$ cat src/rtl/wdt_pkg.sv
package wdt_pkg;
    typedef enum logic [1:0] {
        ST_IDLE = 2'd0,
        ST_RUN  = 2'd1,
        ST_FIRE = 2'd2
    } wdt_state_e;

    localparam logic [7:0] ADDR_WCTL = 8'h10;
    localparam logic [7:0] ADDR_WVAL = 8'h11;
    localparam logic [7:0] ADDR_CTL2 = 8'h01;

    localparam logic [1:0] MODE_WATCHDOG = 2'b11;
endpackage

$ cat src/rtl/wdt_prescaler.sv
module wdt_prescaler #(
    parameter int unsigned DIV_MID = 64,
    parameter int unsigned DIV_SEC = 64,
    parameter int unsigned DIV_MIN = 60
) (
    input  logic       clk,
    input  logic       rst_n,
    input  logic       ref_en,
    input  logic [1:0] sel,
    output logic       tick
);
    localparam int unsigned NSTAGE = 3;
    localparam int unsigned MAXDIV = (DIV_MID > DIV_SEC) ?
        ((DIV_MID > DIV_MIN) ? DIV_MID : DIV_MIN) :
        ((DIV_SEC > DIV_MIN) ? DIV_SEC : DIV_MIN);
    localparam int unsigned CW = $clog2(MAXDIV + 1);

    logic [NSTAGE:0] en;
    assign en[0] = ref_en;

    for (genvar i = 0; i < NSTAGE; i++) begin : g_stage
        localparam int unsigned D = (i == 0) ? DIV_MID : (i == 1) ? DIV_SEC : DIV_MIN;
        logic [CW-1:0] cnt_q;
        logic          wrap;

        assign wrap      = (cnt_q == CW'(D - 1));
        assign en[i + 1] = en[i] && wrap;

        always_ff @(posedge clk or negedge rst_n) begin
            if (!rst_n) begin
                cnt_q <= '0;
            end else if (en[i]) begin
                cnt_q <= wrap ? '0 : cnt_q + 1'b1;
            end
        end
    end

    assign tick = en[sel];
endmodule

$ cat src/rtl/wdt_regs.sv
module wdt_regs
    import wdt_pkg::*;
#(
    parameter int unsigned CNT_W = 8
) (
    input  logic             clk,
    input  logic             rst_n,
    input  logic [7:0]       bus_addr,
    input  logic [7:0]       bus_wdata,
    input  logic             bus_wr,
    input  logic             bus_rd,
    input  logic [CNT_W-1:0] cnt,
    output logic [1:0]       src_sel,
    output logic             wd_mode,
    output logic             val_wr,
    output logic [CNT_W-1:0] val_data,
    output logic             stop_rd,
    output logic [7:0]       bus_rdata
);
    logic [1:0] mode_q;
    logic [1:0] src_q;

    always_ff @(posedge clk or negedge rst_n) begin
        if (!rst_n) begin
            mode_q <= 2'b00;
            src_q  <= 2'b00;
        end else if (bus_wr && bus_addr == ADDR_WCTL) begin
            mode_q <= bus_wdata[7:6];
            src_q  <= bus_wdata[1:0];
        end
    end

    assign src_sel  = src_q;
    assign wd_mode  = (mode_q == MODE_WATCHDOG);
    assign val_wr   = bus_wr && (bus_addr == ADDR_WVAL);
    assign val_data = bus_wdata[CNT_W-1:0];
    assign stop_rd  = bus_rd && (bus_addr == ADDR_CTL2);

    always_comb begin
        bus_rdata = 8'h00;
        if (bus_rd) begin
            unique case (bus_addr)
                ADDR_WCTL: bus_rdata = {mode_q, 4'b0000, src_q};
                ADDR_WVAL: bus_rdata = 8'(cnt);
                default:   bus_rdata = 8'h00;
            endcase
        end
    end
endmodule

$ cat src/rtl/wdt_core.sv
module wdt_core
    import wdt_pkg::*;
#(
    parameter int unsigned CNT_W     = 8,
    parameter int unsigned PULSE_LEN = 16
) (
    input  logic             clk,
    input  logic             rst_n,
    input  logic             ref_en,
    input  logic             tick,
    input  logic             wd_mode,
    input  logic             val_wr,
    input  logic [CNT_W-1:0] val_data,
    input  logic             stop_rd,
    output logic [CNT_W-1:0] cnt,
    output wdt_state_e       state,
    output logic             wd_rst_n
);
    localparam int unsigned PW = $clog2(PULSE_LEN + 1);

    wdt_state_e       state_q, state_d;
    logic [CNT_W-1:0] cnt_q, cnt_d;
    logic [PW-1:0]    pulse_q, pulse_d;
    logic             load_nz;
    logic             last_tick;

    assign load_nz   = val_wr && (val_data != '0);
    assign last_tick = tick && (cnt_q == CNT_W'(1));

    // State register
    always_ff @(posedge clk or negedge rst_n) begin
        if (!rst_n) begin
            state_q <= ST_IDLE;
        end else begin
            state_q <= state_d;
        end
    end

    // Datapath registers
    always_ff @(posedge clk or negedge rst_n) begin
        if (!rst_n) begin
            cnt_q   <= '0;
            pulse_q <= '0;
        end else begin
            cnt_q   <= cnt_d;
            pulse_q <= pulse_d;
        end
    end

    // Next state
    always_comb begin
        state_d = state_q;
        unique case (state_q)
            ST_IDLE: begin
                if (load_nz) state_d = ST_RUN;              // START
            end
            ST_RUN: begin
                if (val_wr) begin
                    state_d = load_nz ? ST_RUN : ST_IDLE;   // RELOAD / HALT_WRITE
                end else if (stop_rd) begin
                    state_d = ST_IDLE;                      // HALT_READ
                end else if (last_tick) begin
                    state_d = wd_mode ? ST_FIRE : ST_IDLE;  // EXPIRE_FIRE / EXPIRE_QUIET
                end
            end
            ST_FIRE: begin
                if (ref_en && pulse_q == PW'(PULSE_LEN - 1)) begin
                    state_d = ST_IDLE;                      // RELEASE
                end
            end
            default: state_d = ST_IDLE;
        endcase
    end

    // Count and pulse datapath
    always_comb begin
        cnt_d   = cnt_q;
        pulse_d = '0;
        unique case (state_q)
            ST_IDLE: begin
                if (val_wr) cnt_d = val_data;
            end
            ST_RUN: begin
                if (val_wr) begin
                    cnt_d = val_data;
                end else if (!stop_rd && tick) begin
                    cnt_d = cnt_q - 1'b1;
                end
            end
            ST_FIRE: begin
                if (ref_en) pulse_d = pulse_q + 1'b1;
                else        pulse_d = pulse_q;
                if (state_d != ST_FIRE) pulse_d = '0;
            end
            default: cnt_d = '0;
        endcase
    end

    // Outputs
    always_comb begin
        cnt      = cnt_q;
        state    = state_q;
        wd_rst_n = (state_q != ST_FIRE);
    end
endmodule

$ cat src/rtl/rtc_wdt.sv
module rtc_wdt
    import wdt_pkg::*;
#(
    parameter int unsigned DIV_MID   = 64,
    parameter int unsigned DIV_SEC   = 64,
    parameter int unsigned DIV_MIN   = 60,
    parameter int unsigned PULSE_LEN = 16
) (
    input  logic       clk,
    input  logic       rst_n,
    input  logic       ref_en,
    input  logic [7:0] bus_addr,
    input  logic [7:0] bus_wdata,
    input  logic       bus_wr,
    input  logic       bus_rd,
    output logic [7:0] bus_rdata,
    output logic       wd_rst_n
);
    localparam int unsigned CNT_W = 8;

    logic [1:0]       src_sel;
    logic             wd_mode;
    logic             val_wr;
    logic [CNT_W-1:0] val_data;
    logic             stop_rd;
    logic             tick;
    logic [CNT_W-1:0] cnt;
    wdt_state_e       st;

    wdt_prescaler #(
        .DIV_MID(DIV_MID),
        .DIV_SEC(DIV_SEC),
        .DIV_MIN(DIV_MIN)
    ) u_presc (
        .clk    (clk),
        .rst_n  (rst_n),
        .ref_en (ref_en),
        .sel    (src_sel),
        .tick   (tick)
    );

    wdt_regs #(.CNT_W(CNT_W)) u_regs (
        .clk       (clk),
        .rst_n     (rst_n),
        .bus_addr  (bus_addr),
        .bus_wdata (bus_wdata),
        .bus_wr    (bus_wr),
        .bus_rd    (bus_rd),
        .cnt       (cnt),
        .src_sel   (src_sel),
        .wd_mode   (wd_mode),
        .val_wr    (val_wr),
        .val_data  (val_data),
        .stop_rd   (stop_rd),
        .bus_rdata (bus_rdata)
    );

    wdt_core #(.CNT_W(CNT_W), .PULSE_LEN(PULSE_LEN)) u_core (
        .clk      (clk),
        .rst_n    (rst_n),
        .ref_en   (ref_en),
        .tick     (tick),
        .wd_mode  (wd_mode),
        .val_wr   (val_wr),
        .val_data (val_data),
        .stop_rd  (stop_rd),
        .cnt      (cnt),
        .state    (st),
        .wd_rst_n (wd_rst_n)
    );
endmodule

$ cat config.mk
export PLATFORM = sky130hd
export DESIGN_NAME = rtc_wdt
export DESIGN_NICKNAME = d
export VERILOG_FILES = /design/src/rtl/wdt_pkg.sv /design/src/rtl/wdt_prescaler.sv /design/src/rtl/wdt_regs.sv /design/src/rtl/wdt_core.sv /design/src/rtl/rtc_wdt.sv
export SDC_FILE = /design/constraint.sdc
export NUM_CORES = 1
export LEC_CHECK = 0
export ABC_AREA = 1
export BUFFER_PORTS_ARGS = -buffer_cell sky130_fd_sc_hd__buf_2
export CAP_MARGIN = 25
export CORE_MARGIN = 4
export CORE_UTILIZATION = 58
export DETAILED_ROUTE_END_ITERATION = 16
export PLACE_DENSITY = 0.87
export SETUP_SLACK_MARGIN = 0.4
export SYNTH_ARGS = -nofsm -noshare
export SYNTH_HDL_FRONTEND = slang
export SYNTH_SLANG_ARGS = --single-unit
$ cat constraint.sdc
create_clock -name clk -period 1.85 [get_ports clk]
set_input_delay 0.37 -clock clk [delete_from_list [all_inputs] [get_ports clk]]
set_output_delay 0.37 -clock clk [all_outputs]
set_load 0.02 [all_outputs]
# ---- After elaboration in Yosys (flattened, before gate mapping)
# Cells that the tools add are included.
# Widths: inputs -> output; s select.
dict set report classes {
  add_sub_neg 5
  n_lt_le_gt_ge 1
  n_eq_ne 16
  mux 22
  n_bitwise 1
  n_reduce_logical 14
}
# cell n
set ops {}
lappend ops {{$mux 8} 4}
lappend ops {{$pmux 8 s3} 1}
lappend ops {{$add 7x1->7 const B} 3}
lappend ops {{$eq 7x6->1 const B} 3}
lappend ops {{$mux 7} 3}
lappend ops {{$eq 8x1->1 const B} 2}
lappend ops {{$eq 8x5->1 const B} 2}
lappend ops {{$pmux 8 s2} 1}
lappend ops {{$mux 5} 3}
lappend ops {{$mux 2} 6}
lappend ops {{$logic_and 1x1->1} 10}
lappend ops {{$reduce_bool 8->1} 1}
lappend ops {{$sub 8x1->8 const B} 1}
lappend ops {{$pmux 2 s3} 1}
lappend ops {{$add 5x1->5 const B} 1}
lappend ops {{$eq 5x4->1 const B} 1}
lappend ops {{$eq 2x2->1 const B} 2}
lappend ops {{$ne 2x2->1 const B} 2}
lappend ops {{$lt 2x3->1 const B} 1}
lappend ops {{$ne 3x1->1 const B} 1}
lappend ops {{$ne 3x2->1 const B} 1}
lappend ops {{$reduce_and 3->1} 1}
lappend ops {{$bmux 1 s2} 1}
lappend ops {{$eq 2x1->1 const B} 1}
lappend ops {{other kinds (5)} 6}
dict set report word_totals {
  regBits 40
  input_bits 21
  out_inout_bits 9
  elab_cells 67
}

# ---- Logic depth before layout (Yosys ltp)
# Gate-level depths: netlist of run 1.
dict set report depth {
  word_depth 14
  ltp_mapped 12
  depth_no_buf 12
}

# ---- Hierarchy
# From an unflattened synthesis of run 1, not the netlist that was laid out.
dict set report hier_totals {
  cells_unflattened 375
  area_unflattened_um2 2758.9
}
# module instances cells_per_inst area_per_inst_um2 seq_area_each_um2
set modules_own_cells {}
lappend modules_own_cells {wdt_prescaler 1 144 1193.6 525.5}
lappend modules_own_cells {wdt_core 1 158 1058.5 375.4}
lappend modules_own_cells {wdt_regs 1 73 506.7 100.1}

# ---- Least setup slack after synthesis of run 1
# No wires, ideal clock.
dict set report synth_timing {
  path_kind {input-to-output}
  start {input bus_addr[7]}
  end {output bus_rdata[0]}
  arrival_ns 1.352
  required_ns 1.480
  setup_slack_ns 0.128
  cell_stages 6
  path_buffers 0
  cell_sequence {nor2_1 nand2_1 nor2_4 and2_1 nand2_1 a21oi_1}
}
dict set report synth_via {
  elab_chain_len 3
  elab_cells_between_ends 4
  classes_between {eq/ne (2); mux (2)}
}
# element line_no
set synth_rtl {}
lappend synth_rtl {{start, declared} rtc_wdt.sv:12} ;# input logic [7:0] bus_addr,
lappend synth_rtl {{$eq 8x5->1} wdt_regs.sv:42} ;# unique case (bus_addr)
lappend synth_rtl {{$pmux 8 s2 (*)} wdt_regs.sv:42}
lappend synth_rtl {{$mux 8 (*)} wdt_regs.sv:41} ;# if (bus_rd) begin
lappend synth_rtl {{end, declared} rtc_wdt.sv:16} ;# output logic [7:0] bus_rdata,
# Mark *: on every way between the ends. The rest lies on a longest branch, timed or not.

# ---- Worst setup path after layout of run 1
dict set report layout_timing {
  start {input bus_addr[3]}
  end {output bus_rdata[7]}
}
# Same word-level chain as after synthesis.

==> flow_metrics.tcl, run 1 <==
set metrics [dict create \
    fp.dieH_um 72.2 \
    cp_data_arrival_time_ns 1.47 \
    nNetsFinal 410 \
    hp-class "in -> async" \
    max_slew_margin_pct 65.2 \
    tritoncts "yes" \
    viasPerCell 6.01 \
    ios 30 \
    start_kind "input port" \
    cpMaxStageDelayCell "or2_4" \
    hold_viol 0 \
    crit_chain "buf_6 -> or2_4 -> nor2_8 -> nand3_1 -> a21oi_4 -> buf_6" \
    finalClockSkew_ns 0.00831 \
    cts_made_buffers 5 \
    synth_edf_count 0 \
    critical-path-top-delay-family "simple AND/OR/NAND/NOR gates" \
    antenna_cells 0 \
    ys.flop_type "dfrtp_1" \
    clock_latency_ns 0.31 \
    ys_top_cells_by_count "nand2_1 (84), dfrtp_1 (40), inv_1 (32), nand3_1 (25), nor2_1 (20)" \
    dieWidth_um 72.2 \
    antenna_found_initial 0 \
    vias 2604 \
    grt_pass1_vias 2449 \
    synthCells 301 \
    critPathBufInv 2 \
    synth.top_cell.area_share_pct 41.9 \
    ir_drop_mv 0.538 \
    status "finished clean" \
    final_max_slew_viol_count 0 \
    ys_seq_area_share_pct 41.9 \
    area_delta_synth_final_pct 47.2 \
    hold_ws_ns 0.115 \
    setup_viol 0 \
    min_period_ns 1.84 \
    synth.area.top_cells "dfrtp_1 (42%), nand2_1 (13%), nand3_1 (5.2%)" \
    grt_max_degree 41 \
    rsz0062_at_grt "yes" \
    path_common_cell "buf_6" \
    cts_num_sinks 40 \
    synth_area_leader_cell "dfrtp_1" \
    timing.fmax_ghz 0.543 \
    synth.net_count 329 \
    cts_buffer_depth 2 \
    yosys_warnings 0 \
    grt_use_total_pct 28.5 \
    rows 23 \
    drt-initial-drc-count 268 \
    netlist_area_um2 2390 \
    place.gp.congestion 0.868 \
    io_buffers 29 \
    drv_cap 0 \
    cp.required_ns 1.48 \
    syn_avg_cell_area_um2 7.94 \
    start_util_pct 59.8 \
    p_per_area_nw_per_um2 807 \
    routedWlPerCell_um 18.6 \
    fp.dieArea_um2 5210 \
    worstMarginPinSlew_ns 0.522 \
    leakagePower_nw 1.68 \
    gr-total-overflow 0 \
    synth.most_common_cell "nand2_1" \
    first_pass_iters 5 \
    critical_path.max_fanout 7 \
    htreeDepth 2 \
    async_flop_share_pct 100 \
    min_period_over_period_pct 99.6 \
    cts_root_buf "clkbuf_8" \
    dp_hpwl_mm 3.92 \
    core_um2 4000 \
    finalWirelength_mm 8.05 \
    ys_types 35 \
    critPathMaxStageDelay_ns 0.28 \
    crit_type "in -> out" \
    grt_pass1_wl_mm 11.5 \
    synth_seq_cells 40 \
    drive_above_1_share_pct 41.8 \
    drcViolationCount 0 \
    cp-end-kind "primary output" \
    tns_ns 0 \
    path_clk_slew_ns 0.09 \
    ant_nets 0 \
]
==> state kept, by name (all words and copies together), names as in the netlist <==
| signal | cells |
|---|---|
| u_core.cnt | 8 |
| u_core.state | 2 |
| u_regs.src_sel | 2 |
| u_core.pulse_q | 5 |
| u_regs.mode_q | 2 |
| u_presc.g_stage.cnt_q | 21 |
==> area by class of cell <==
class                           count  area (um2)
Multi-Input combinational cell    225        1610
Sequential cell                    40        1000
Timing Repair Buffer               75         601
Fill cell                         178         480
Inverter                           35         144
Clock buffer                        6        82.6
Tap cell                           50        62.6
Clock inverter                      2        15.0
==> metal layers <==
metal  vias up  track usage [%]  part of all wire, %
met3        43             4.99                  6.1
met5         -                0                    0
met1      1262             34.3                   39
met2       144             50.1                   51
met4         0             12.1                  4.2
li1       1155                -                    -
==> final timing paths <==
kind | startpoint | end | slack, ns | cells past startpoint
min in group clk | bus_wdata[7] | u_regs.mode_q[1] | 0.36 | 3
setup / recovery | bus_addr[3] | bus_rdata[7] | 0.007 | 6
max in group asynchronous | rst_n | u_core.state[1] | 1.35 | 2
setup reg to reg | u_presc.g_stage[0].cnt_q[1] | u_presc.g_stage[2].cnt_q[2] | 0.10 | 8
hold reg to reg | u_core.cnt[3] | u_core.cnt[3] | 0.48 | 2
hold / removal | rst_n | u_presc.g_stage[1].cnt_q[0] | 0.11 | 2
==> stage by stage <==
step           setup WS, ns  instances  power (mW)  utilization, %  area, um2
2_1_floorplan         0.282        301        1.72               -       2470
3_5_place_dp         0.0182        386        1.91            68.3       2730
4_1_cts              0.0885        417        2.66            80.7       3230
6_report            0.00702        433        2.84            88.0       3520
3_3_place_gp         0.0626        386        1.89            68.3       2730
5_1_grt             0.00430        433        2.99            88.0       3520
==> timing repair <==
action / 4_1_cts / 5_1_grt
gates cloned: 0 / 0
pin swaps: 23 / 17
gates resized for setup: 62 / 41
setup buffers: 23 / 16
setup endpoints to repair: 31 / 40
hold buffers: 0 / 0
==> placed cells by master (no fill, tap or decap), types with 4 or more instances in the layout <==
master,count
nand2_1,67
a21oi_1,6
nor3_2,4
buf_4,41
buf_6,14
xor2_1,9
nor2_1,15
nand2_2,15
dfrtp_1,39
nor3_4,6
o21ai_0,8
a21oi_4,6
o21ai_1,8
nor2_4,7
inv_1,29
nand3_4,5
nand3_1,24
buf_2,17
clkbuf_8,6
inv_2,5
==> cell families after synthesis <==
group | Yosys count | synth area share (%)
AOI/OAI and AO/OA | 40 | 10.4
xor gates and xnor gates | 12 | 4.40
adders and majority gates | 7 | 3.66
buffers and inverters | 36 | 5.65
DFF | 40 | 41.9
and+or+nand+nor | 166 | 34.0
==> report_power, final <==
group / internal [mW] / switching, mW / total, mW
registers: 1.03 / 0.202 / 1.23
logic: 0.412 / 0.558 / 0.970
clock network: 0.302 / 0.339 / 0.641
No activity file was read; power rests on OpenSTA's default activity.
==> run 2: changes to the inputs <==
--- a/config.mk
+++ b/config.mk
@@ -12,6 +12,7 @@
 export CORE_UTILIZATION = 58
 export DETAILED_ROUTE_END_ITERATION = 16
 export PLACE_DENSITY = 0.87
+export RECOVER_POWER = 100
 export SETUP_SLACK_MARGIN = 0.4
 export SYNTH_ARGS = -nofsm -noshare
 export SYNTH_HDL_FRONTEND = slang
==> flow_metrics.tcl, run 2 (synthesis results as in run 1) <==
set metrics [dict create \
    setup_viol 0 \
    largest_reg_flops 21 \
    crit_chain "buf_6 -> or2_4 -> nor2_8 -> nand3_1 -> a21oi_4 -> buf_6" \
    r2r_cells 8 \
    hp-class "in -> async" \
    r2r-end "u_presc.g_stage[2].cnt_q[2]" \
    final_common_cell "nand2_1" \
    gr-total-overflow 0 \
    viasPerCell 5.97 \
    dpl_cell_area_um2 2730 \
    leakagePower_nw 1.68 \
    tns_ns 0 \
    place.gp.congestion 0.868 \
    fp.dieArea_um2 5210 \
    setup_ws_ns 0.0115 \
    drt-initial-drc-count 274 \
    finalWirelength_mm 8.04 \
    htreeDepth 2 \
    cpMaxStageDelayCell "or2_4" \
    cp_data_arrival_time_ns 1.47 \
    cp-end-kind "primary output" \
    antenna_cells 0 \
    ir_drop_mv 0.537 \
    drive_above_1_share_pct 41.5 \
    hold_ws_ns 0.307 \
    core_um2 4000 \
    critPathMaxStageDelay_ns 0.28 \
    p_per_area_nw_per_um2 807 \
    cts_buffer_depth 2 \
    critical_path.max_fanout 7 \
    min_period_over_period_pct 99.4 \
    cp.required_ns 1.48 \
    area_delta_synth_final_pct 47.0 \
    timing.fmax_ghz 0.544 \
    worstMarginPinSlew_ns 1.01 \
    grt_pass1_wl_mm 11.5 \
    vias 2585 \
    critical-path-top-delay-family "simple AND/OR/NAND/NOR gates" \
    pre_cts_ws_ns 0.0182 \
    min_period_ns 1.84 \
    cts_made_buffers 5 \
    drv_cap 0 \
    path_common_cell "buf_6" \
    crit_type "in -> out" \
    grt_max_degree 41 \
    finalClockSkew_ns 0.00814 \
    ant_nets 0 \
    routedWlPerCell_um 18.6 \
    final_cell_area_um2 3510 \
    start_util_pct 59.8 \
    ios 30 \
    grt_use_total_pct 28.5 \
    start_kind "input port" \
    rows 23 \
    fp.dieH_um 72.2 \
    dp_hpwl_mm 3.92 \
    path_clk_slew_ns 0.09 \
    worstSetupStartpoint "bus_addr[3]" \
    final_max_slew_viol_count 0 \
    drcViolationCount 0 \
    status "finished clean" \
    io_buffers 29 \
    r2r_setup_slack_ns 0.10 \
    tritoncts "yes" \
    largest-register "u_presc.g_stage.cnt_q" \
    nNetsFinal 410 \
    first_pass_iters 5 \
    cts_num_sinks 40 \
    clock_latency_ns 0.30 \
    grt_pass1_vias 2449 \
    critPathBufInv 2 \
    max_slew_margin_pct 32.4 \
    regToRegStartpoint "u_presc.g_stage[0].cnt_q[1]" \
    cts_root_buf "clkbuf_8" \
    rsz0062_at_grt "yes" \
    dieWidth_um 72.2 \
    antenna_found_initial 0 \
    hold_viol 0 \
    layout_common_cells "nand2_1 (68), buf_4 (39), dfrtp_1 (39)" \
]
-- run 2: changes by cell type in the layout (fill, tap and decap cells not counted), sizes merged --
cell	change
clkbuf	+2
buf	-2
-- run 2: layout make-up --
| class | count | area (um2) |
|---|---|---|
| Clock buffer | 6 | 82.6 |
| Fill cell | 179 | 485 |
| Multi-Input combinational cell | 225 | 1610 |
| Timing Repair Buffer | 75 | 598 |
| Tap cell | 50 | 62.6 |
| Inverter | 35 | 144 |
| Sequential cell | 40 | 1000 |
| Clock inverter | 2 | 15.0 |
-- run 2: routing by layer --
layer	global-route usage [%]	wire (um)
met5	0	0
met4	12.1	335
met3	4.99	453
met2	50.1	4110
met1	34.3	3140
-- run 2: through the flow --
step / total power [mW] / cells / util [%]
floorplan: 1.72 / 301 / -
global placement: 1.89 / 386 / 68.3
detailed placement: 1.91 / 386 / 68.3
CTS: 2.66 / 417 / 80.7
global route: 2.98 / 433 / 87.9
finish: 2.83 / 433 / 87.9
-- run 2: repair_timing --
action | 4_1_cts | 5_1_grt
hold buffers | 0 | 0
setup endpoints to repair | 31 | 40
hold endpoints to repair | 0 | 0
setup buffers | 23 | 16
resized for setup | 62 | 41
pin swaps | 23 | 17
-- run 2: worst max-delay path by stage --
| stage | end | slack [ns] | cells after the start |
|---|---|---|---|
| after floorplan | bus_rdata[1] | 0.28 | 5 |
| after global placement | bus_rdata[0] | 0.06 | 7 |
| after detailed placement | bus_rdata[1] | 0.02 | 7 |
| after CTS | bus_rdata[1] | 0.09 | 7 |
| after global routing | u_presc.g_stage[2].cnt_q[3] | 0.005 | 9 |
| final | bus_rdata[7] | 0.01 | 6 |
-- run 2: where the power goes --
group,internal (mW),switching [mW],total (mW)
Sequential,1.03,0.199,1.23
Combinational,0.409,0.560,0.969
Clock,0.302,0.337,0.640
==> run 3: changes to the inputs <==
--- a/config.mk
+++ b/config.mk
@@ -5,7 +5,6 @@
 export SDC_FILE = /design/constraint.sdc
 export NUM_CORES = 1
 export LEC_CHECK = 0
-export ABC_AREA = 1
 export BUFFER_PORTS_ARGS = -buffer_cell sky130_fd_sc_hd__buf_2
 export CAP_MARGIN = 25
 export CORE_MARGIN = 4
@@ -16,4 +15,5 @@
 export SETUP_SLACK_MARGIN = 0.4
 export SYNTH_ARGS = -nofsm -noshare
 export SYNTH_HDL_FRONTEND = slang
+export SYNTH_HIERARCHICAL = 1
 export SYNTH_SLANG_ARGS = --single-unit
==> flow_metrics.tcl, run 3 <==
set metrics [dict create \
    status "complete, but fails checks" \
    violations "setup timing" \
    critical-path-top-delay-family "simple AND/OR/NAND/NOR gates" \
    htreeDepth 2 \
    min_period_ns 2.30 \
    grt_pass1_vias 2387 \
    drv_cap 0 \
    cp.required_ns 2.06 \
    synth_seq_cells 40 \
    tritoncts "yes" \
    yosys_warnings 6 \
    timing.fmax_ghz 0.435 \
    gr-total-overflow 0 \
    p_per_area_nw_per_um2 843 \
    muxShareOfSynthArea_pct 6.47 \
    synthSimpleGateAreaFrac_pct 26.3 \
    max_slew_margin_pct 33.9 \
    pre_cts_ws_ns -0.360 \
    ir_drop_mv 0.601 \
    critical_path.max_fanout 3 \
    setup_viol 32 \
    synth.net_count 278 \
    synth.most_common_cell "dfrtp_1" \
    r2r_setup_slack_ns -0.45 \
    p_comb_share_pct 36.9 \
    nNetsFinal 361 \
    start_util_pct 60.5 \
    crit_chain "nand4b_1 -> nor3_2 -> a21oi_2 -> a221oi_2 -> buf_4 -> nand2b_4 -> nor3_2 -> a21oi_1 -> o21ai_1" \
    dp_hpwl_mm 4.20 \
    p_seq_share_pct 43.4 \
    finalWirelength_mm 8.63 \
    synth.top_cell.area_share_pct 40.8 \
    cts_buffer_depth 2 \
    largest_reg_flops 21 \
    rows 23 \
    area_delta_synth_final_pct 40.7 \
    cts_num_sinks 40 \
    finalClockSkew_ns 0.0101 \
    fp.dieH_um 73.1 \
    internal-power_mw 1.79 \
    leakagePower_nw 1.61 \
    regToRegStartpoint "u_presc/g_stage[0].cnt_q[6]" \
    dieWidth_um 73.1 \
    synth_area_leader_cell "dfrtp_1" \
    cts_root_buf "clkbuf_8" \
    cpMaxStageDelayCell "dfrtp_1" \
    synth.area.top_cells "dfrtp_1 (41%), nor2_1 (4.9%), ha_1 (3.6%)" \
    syn_avg_cell_area_um2 9.82 \
    routedWlPerCell_um 22.5 \
    synth_fa_ha_area_share_pct 3.57 \
    ant_nets 0 \
    cp_data_arrival_time_ns 2.50 \
    vias 2502 \
    largest-register "u_presc/g_stage.cnt_q" \
    path_clk_slew_ns 0.08 \
    cts_made_buffers 5 \
    ys.flop_type "dfrtp_1" \
    clockPowerShare_pct 19.6 \
    hold_viol 0 \
    final_max_slew_viol_count 0 \
    antenna_found_initial 0 \
    ys_types 56 \
    ys_top_cells_by_count "dfrtp_1 (40), nor2_1 (32), nand2_1 (14), a21oi_1 (11), buf_4 (10)" \
    final_common_cell "buf_4" \
    antenna_cells 0 \
    r2r_cells 9 \
    grt_use_total_pct 28.7 \
    fin_util_pct 85.1 \
    layout_common_cells "buf_4 (41), dfrtp_1 (38), buf_6 (27)" \
    io_buffers 29 \
    core_um2 4060 \
    clock_latency_ns 0.31 \
    critPathBufInv 1 \
    worstMarginPinSlew_ns 0.992 \
    synth_top_family_by_area "simple AND/OR/NAND/NOR gates" \
    drive_above_1_share_pct 47.4 \
    hp-class "in -> async" \
    start_kind "register" \
    tns_ns -5.83 \
    crit_type "reg -> reg" \
    first_pass_iters 7 \
    switching_power_mw 1.12 \
    path_common_cell "nor3_2" \
    min_period_over_period_pct 124 \
    critPathMaxStageDelay_ns 0.39 \
    async_flop_share_pct 100 \
    fp.dieArea_um2 5340 \
    synth_edf_count 0 \
    cp-end-kind "register" \
    ys_seq_area_share_pct 40.8 \
    grt_max_degree 41 \
    r2r-end "u_core/cnt[0]" \
    p_sw_share_pct 38.5 \
    drt-initial-drc-count 459 \
    viasPerCell 6.53 \
    drcViolationCount 0 \
    synth-xor-area-share_pct 4.28 \
    netlist_area_um2 2460 \
    ios 30 \
    grt_pass1_wl_mm 11.4 \
    synthCells 250 \
    setup_ws_ns -0.447 \
    synth-compound-area-share_pct 13.3 \
    place.gp.congestion 0.918 \
    rsz0062_at_grt "yes" \
]
## run 3: metal layers
layer	vias up	track usage [%]	share of wire, %
met3	46	6.47	9.5
li1	1052	-	-
met4	0	15.0	4.6
met5	-	0	0
met1	1211	32.5	36
met2	193	50.0	50
## run 3: cell type report
type	count	area (um2)
clock buffers	6	72.6
clock inverters	1	5.00
fillers	203	603
inverters	7	28.8
multi-input cells	188	1560
flip-flops and latches	40	1000
well taps	50	62.6
repair buffers	91	723
## run 3: metrics by stage
step                hold slack [ns]  area (um2)  power, mW  cells
finish                        0.297        3450       2.91    383
global route                  0.333        3450       3.03    383
CTS                           0.132        3320       2.69    371
detailed placement            0.458        2960       2.03    355
global placement              0.455        2960       1.97    355
floorplan                    0.0744        2560       1.70    250
## run 3: power by group through the flow
stage / clock network [mW] / registers [mW] / logic, mW
finish: 0.572 / 1.27 / 1.08
global route: 0.611 / 1.28 / 1.14
CTS: 0.567 / 1.23 / 0.890
detailed placement: 0 / 1.23 / 0.800
global placement: 0 / 1.22 / 0.754
floorplan: 0 / 1.20 / 0.500
## run 3: kinds of logic (layout without fill, tap and decap cells)
| group | after synthesis | after routing |
|---|---|---|
| AND/OR/NAND/NOR | 109 | 109 |
| AO/OA/AOI/OAI | 47 | 47 |
| flip-flops | 40 | 40 |
| buffers and inverters | 22 | 105 |
| multiplexers | 13 | 13 |
| XOR/XNOR | 12 | 12 |
| adder cells (fa/ha/maj) | 7 | 7 |
## run 3: worst max-delay path by stage
stage	cells after the start	slack, ns	startpoint	endpoint
finish	9	-0.45	u_presc/g_stage[0].cnt_q[6]	u_core/cnt[0]
global placement	7	-0.29	bus_addr[1]	u_core/cnt[4]
global route	9	-0.46	u_presc/g_stage[0].cnt_q[6]	u_core/cnt[0]
CTS	9	-0.13	u_presc/g_stage[2].cnt_q[0]	u_core/cnt[5]
detailed placement	7	-0.36	bus_addr[1]	u_core/cnt[4]
floorplan	6	-0.14	bus_addr[1]	u_core/cnt[6]
## run 3: what timing repair did
action                                  4_1_cts  5_1_grt
gates resized for setup                      59       32
pin swaps                                    15       26
setup buffers                                 9       12
gates cloned                                  0        0
hold buffers                                  0        0
endpoints found under the setup margin       39       39
